--- config.mk ---
export PLATFORM = sky130hd
export DESIGN_NAME = snd_pwm_top
export DESIGN_NICKNAME = d
export VERILOG_FILES = /design/src/rtl/snd_pkg.sv /design/src/rtl/snd_load_fsm.sv /design/src/rtl/snd_sample_hold.sv /design/src/rtl/snd_pwm_gen.sv /design/src/rtl/snd_pwm_top.sv
export SDC_FILE = /design/constraint.sdc
export NUM_CORES = 1
export LEC_CHECK = 0
export CAP_MARGIN = 20
export CORE_MARGIN = 2
export CORE_UTILIZATION = 41
export DETAILED_ROUTE_END_ITERATION = 7
export PLACE_DENSITY_LB_ADDON = 0.15
export SYNTH_ARGS = -nofsm -noshare
export SYNTH_HDL_FRONTEND = slang
export SYNTH_SLANG_ARGS = --single-unit
--- constraint.sdc ---
create_clock -name clk -period 3.3 [get_ports clk]
set_input_delay 0.66 -clock clk [delete_from_list [all_inputs] [get_ports clk]]
set_output_delay 0.66 -clock clk [all_outputs]
set_load 0.05 [all_outputs]
--- src/rtl/snd_pkg.sv ---
package snd_pkg;
    localparam int SAMPLE_W = 6;

    typedef enum logic [1:0] {
        ST_IDLE   = 2'd0,
        ST_STROBE = 2'd1,
        ST_HOLD   = 2'd2
    } load_state_e;
endpackage

--- src/rtl/snd_load_fsm.sv ---
module snd_load_fsm
    import snd_pkg::*;
(
    input  logic clk,
    input  logic rst_n,
    input  logic slot_i,
    output logic load_o
);
    load_state_e state_q;
    load_state_e state_d;

    // next-state logic
    always_comb begin
        state_d = state_q;
        unique case (state_q)
            ST_IDLE:   if (slot_i) state_d = ST_STROBE;
            ST_STROBE: state_d = slot_i ? ST_HOLD : ST_IDLE;
            ST_HOLD:   if (!slot_i) state_d = ST_IDLE;
            default:   state_d = ST_IDLE;
        endcase
    end

    // state register
    always_ff @(posedge clk) begin
        if (!rst_n) state_q <= ST_IDLE;
        else        state_q <= state_d;
    end

    // outputs decoded from the registered state
    always_comb begin
        load_o = 1'b0;
        unique case (state_q)
            ST_STROBE: load_o = 1'b1;
            ST_IDLE, ST_HOLD: load_o = 1'b0;
            default:   load_o = 1'b0;
        endcase
    end
endmodule

--- src/rtl/snd_sample_hold.sv ---
module snd_sample_hold #(
    parameter int W = 6
) (
    input  logic         clk,
    input  logic         rst_n,
    input  logic         load_i,
    input  logic [W-1:0] data_i,
    output logic [W-1:0] sample_o
);
    always_ff @(posedge clk) begin
        if (!rst_n)      sample_o <= '0;
        else if (load_i) sample_o <= data_i;
    end
endmodule

--- src/rtl/snd_pwm_gen.sv ---
module snd_pwm_gen #(
    parameter int W = 6
) (
    input  logic         clk,
    input  logic         rst_n,
    input  logic         restart_i,
    input  logic [W-1:0] level_i,
    output logic [W-1:0] count_o,
    output logic         pwm_o
);
    localparam logic [W-1:0] ONE = W'(1);

    always_ff @(posedge clk) begin
        if (!rst_n || restart_i) count_o <= '0;
        else                     count_o <= count_o + ONE;
    end

    assign pwm_o = (count_o < level_i);
endmodule

--- src/rtl/snd_pwm_top.sv ---
module snd_pwm_top
    import snd_pkg::*;
#(
    parameter int W = SAMPLE_W
) (
    input  logic         clk,
    input  logic         rst_n,
    input  logic         fetch_active_i,
    input  logic         term_count_i,
    input  logic [W-1:0] sample_data_i,
    output logic         load_pulse_o,
    output logic         pwm_o
);
    logic         slot;
    logic [W-1:0] held_sample;
    logic [W-1:0] pwm_count;

    assign slot = fetch_active_i & term_count_i;

    snd_load_fsm u_fsm (
        .clk    (clk),
        .rst_n  (rst_n),
        .slot_i (slot),
        .load_o (load_pulse_o)
    );

    snd_sample_hold #(.W(W)) u_hold (
        .clk      (clk),
        .rst_n    (rst_n),
        .load_i   (load_pulse_o),
        .data_i   (sample_data_i),
        .sample_o (held_sample)
    );

    snd_pwm_gen #(.W(W)) u_pwm (
        .clk       (clk),
        .rst_n     (rst_n),
        .restart_i (load_pulse_o),
        .level_i   (held_sample),
        .count_o   (pwm_count),
        .pwm_o     (pwm_o)
    );
endmodule

==> results.txt <==
The portion of the post-synthesis area used by sequential elements was 43.4%. The tools report the via count of the first global-routing pass as 506. The cell area that synthesis handed to floorplanning was 646 um^2. Dividing total power by cell area gives a power density of 447 mW/mm^2.

The launching point of the worst reg2reg path was u_fsm.state_q[1]. For the final database, setup skew stands at 0.00395 ns. The area growth from synthesis to layout is 24.6%, and the number of standard-cell rows in the floorplan is 14. After synthesis the netlist holds a flip-flop and latch count of 14.

The DRC violation total after the first TritonRoute iteration was 8; the chip height was 43.7 um. The overall global routing resource usage was 15.0%. The largest net degree at the start of global routing came out at 11. The distinct cell type count after synthesis was 24. The die outline width was 43.7 um; the relative slew slack was 66.7%. The most used flip-flop cell after synthesis is sky130_fd_sc_hd__dfxtp_1.

The run gives 2 as the count of TritonRoute iterations in the first routing pass. The first global-routing pass estimated 2040 um of wire. The fmax was 336 MHz; the ratio of cells with drive above 1 in the final layout was 8.05%.

The tools report the count of maximum capacitance violations as 0. Setup repair after global routing left no endpoint under its margin. In the final design database the tool counted 104 nets. Peak supply drop: 0.000291 V. After floorplanning, the core was sized to cover 0.00149 mm^2.

Following the worst setup path forward leads to its endpoint at pwm_o. The portion of the clock cycle consumed by the worst path in the final layout works out to 90.1%. TritonCTS built the clock tree. The tools report the number of buffers on the longest clock path as 2. The port buffer count is 11, and the total negative slack is 0 ns. The final count of hold timing violations is 0.

The global placer's final weighted congestion was 0.679; the number of buffers inserted by post-CTS setup repair was 0. The clock period minus final worst setup slack was 2.97 ns; the critical path data required time was 2.64 ns. In the final routed layout, each cell accounts on average for 10.5 um.

The count of pins over their slew limit was 0; the worst-case setup margin in the final layout was 0.327 ns. The tools report the total of endpoints with negative setup slack in the final report as 0. Commonest non-fill, non-tap cell in the layout: sky130_fd_sc_hd__nand2_1.

The number of buffers inserted for hold repair after clock tree synthesis came out at 0. The run gives 1 as the CTS H-tree depth. The tools report the post-detailed-route count of antenna-violating nets as 0. The critical path is of the flop to output pin type.

In this run the count of I/O pins placed on the die edge is 12. In the routed design, unresolved DRC markers number 0. The tools report the initial antenna violation count as 0. At the later pin of the worst-skew pair, clock insertion delay measures 0.28 ns.

The type of element launching the critical path was a flop. In this run the clock root is driven by a sky130_fd_sc_hd__clkbuf_4. The number of enable-type register cells in the synthesized netlist was 0. The startpoint of the worst setup timing path is u_pwm.count_o[2]. TritonCTS created 3 clock buffers. The count of synthesis-stage warnings from yosys was 0; the post-cts resize count was 0. The static leakage power is 0.000316 uW. The run gives 73 as the gate count of the mapped netlist. For the pin with the worst max-slew slack, the measured transition is 0.498 ns. The per-cell via count in the routed design is 5.05.

The endpoint identified for the worst register-to-register timing path is u_hold.sample_o[2]. The run gives 43.4% as the effective utilization at floorplan. The largest stage delay on the critical path was 0.85 ns; the clock sink count was 14. Summed over all nets, the half-perimeter wirelength after detailed placement is 824 um. Clock-pin slew was measured on the worst setup and hold paths at 0.08 ns. The die covers 0.00191 mm^2. The signal on the critical path passes through ha_1, a21oi_1, o21ai_0, a221oi_1, clkdlybuf4s50_1. Counting cells, the worst reg-to-reg path comes to 4. The number of nets handed over by synthesis was 89. The min-delay analysis places its worst path in the category flop to flop.

The number of vias in the routed layout is 520. In this run the register-to-register setup slack is 2.11 ns. The run finished with clean final reports. The total inserted antenna cells is 0. The tools report the total wirelength of the detailed-routed design as 1080 um. The largest individual stage delay along the critical path comes from the cell sky130_fd_sc_hd__clkdlybuf4s50_1. The critical path capture point type was an output pin. For this run, asynchronously set or reset flops after synthesis account for 0%. The post-placement setup slack is 0.628 ns, and the per-instance average area after synthesis is 8.84 um^2.

Data on the critical path arrives at its endpoint at 2.31 ns. Leaving out fill and tap cells, the most frequent cells in the layout are sky130_fd_sc_hd__nand2_1, sky130_fd_sc_hd__dfxtp_1, sky130_fd_sc_hd__clkdlybuf4s50_1. Summed over all layers, the global routing overflow is 0. Along the worst path, the maximum fanout reaches 5.
==> cell type report <==
class,count,area (um^2)
multi-input cells,52,334
well taps,16,20.0
clock buffers,4,36.3
repair buffers,11,110
inverters,6,23.8
flip-flops and latches,14,280
fillers,150,684
==> state kept, by name (all words and copies together), names as in the netlist <==
register / count
u_hold.sample_o: 6
u_fsm.state_q: 2
u_pwm.count_o: 6
==> through the flow <==
| step | utilization, % | hold slack (ns) | cell area (um^2) | std cells | power, uW |
|---|---|---|---|---|---|
| 3_5_place_dp | 51.6 | 0.435 | 768 | 99 | 241 |
| 2_1_floorplan | - | 0.411 | 646 | 73 | 217 |
| 3_3_place_gp | 51.6 | 0.422 | 768 | 99 | 239 |
| 5_1_grt | 54.0 | 0.466 | 805 | 103 | 382 |
| 4_1_cts | 54.0 | 0.447 | 805 | 103 | 366 |
| 6_report | 54.0 | 0.439 | 805 | 103 | 360 |
==> cell families (layout without fill, tap and decap cells) <==
| kind of cell | after synthesis | count (layout) | share of synthesized area, % |
|---|---|---|---|
| flip-flops | 14 | 14 | 43.4 |
| adder cells (fa/ha/maj) | 6 | 6 | 11.6 |
| AND/OR/NAND/NOR | 30 | 30 | 22.1 |
| XOR/XNOR | 3 | 3 | 4.07 |
| AO/OA/AOI/OAI | 13 | 13 | 14.0 |
| buffers and inverters | 7 | 21 | 4.84 |
==> report_power, final <==
part	internal, uW	total (uW)	switching [uW]
Clock	67.1	124	56.6
Combinational	26.7	55.7	29.0
Sequential	175	180	5.27
==> synth_stat cells (all sizes together) (2+ instances only) <==
| cell | n | share of area [%] |
|---|---|---|
| o21ai | 2 | 1.6 |
| nand3 | 4 | 3.9 |
| ha | 6 | 12 |
| a21oi | 3 | 2.9 |
| nor2 | 3 | 1.7 |
| dfxtp | 14 | 43 |
| nand2 | 15 | 8.7 |
| and3 | 2 | 1.9 |
| a21boi | 6 | 7.0 |
| inv | 5 | 2.9 |
| nand2b | 2 | 1.9 |
| xnor2 | 2 | 2.7 |
==> worst min path at each step <==
stage | start | endpoint | cells past startpoint
after floorplan | u_fsm.state_q[0] | u_fsm.state_q[0] | 1
after global placement | u_fsm.state_q[1] | u_fsm.state_q[0] | 1
after detailed placement | u_fsm.state_q[1] | u_fsm.state_q[0] | 1
after CTS | u_fsm.state_q[1] | u_fsm.state_q[0] | 1
after global routing | u_fsm.state_q[1] | u_fsm.state_q[0] | 1
final | u_fsm.state_q[0] | u_fsm.state_q[0] | 1
==> critical path: cells and delay by family, from the launching register on <==
kind                     cells  cell delay [ns]
buffers and inverters        1             0.85
AO/OA/AOI/OAI                3             0.50
adder cells (fa/ha/maj)      1             0.28
flip-flops                   1             0.42
==> per-layer routing <==
layer  global-route usage (%)  vias to the layer above  share of wire (%)  wire [um]
met4                     10.9                        0                3.1         33
met3                     2.50                        4                3.6         39
met1                     17.0                      236                 48        523
met5                        0                        -                  0          0
li1                         -                      271                  -          -
met2                     25.0                        9                 45        485
Note: power is estimated with default switching activity, not from simulation.
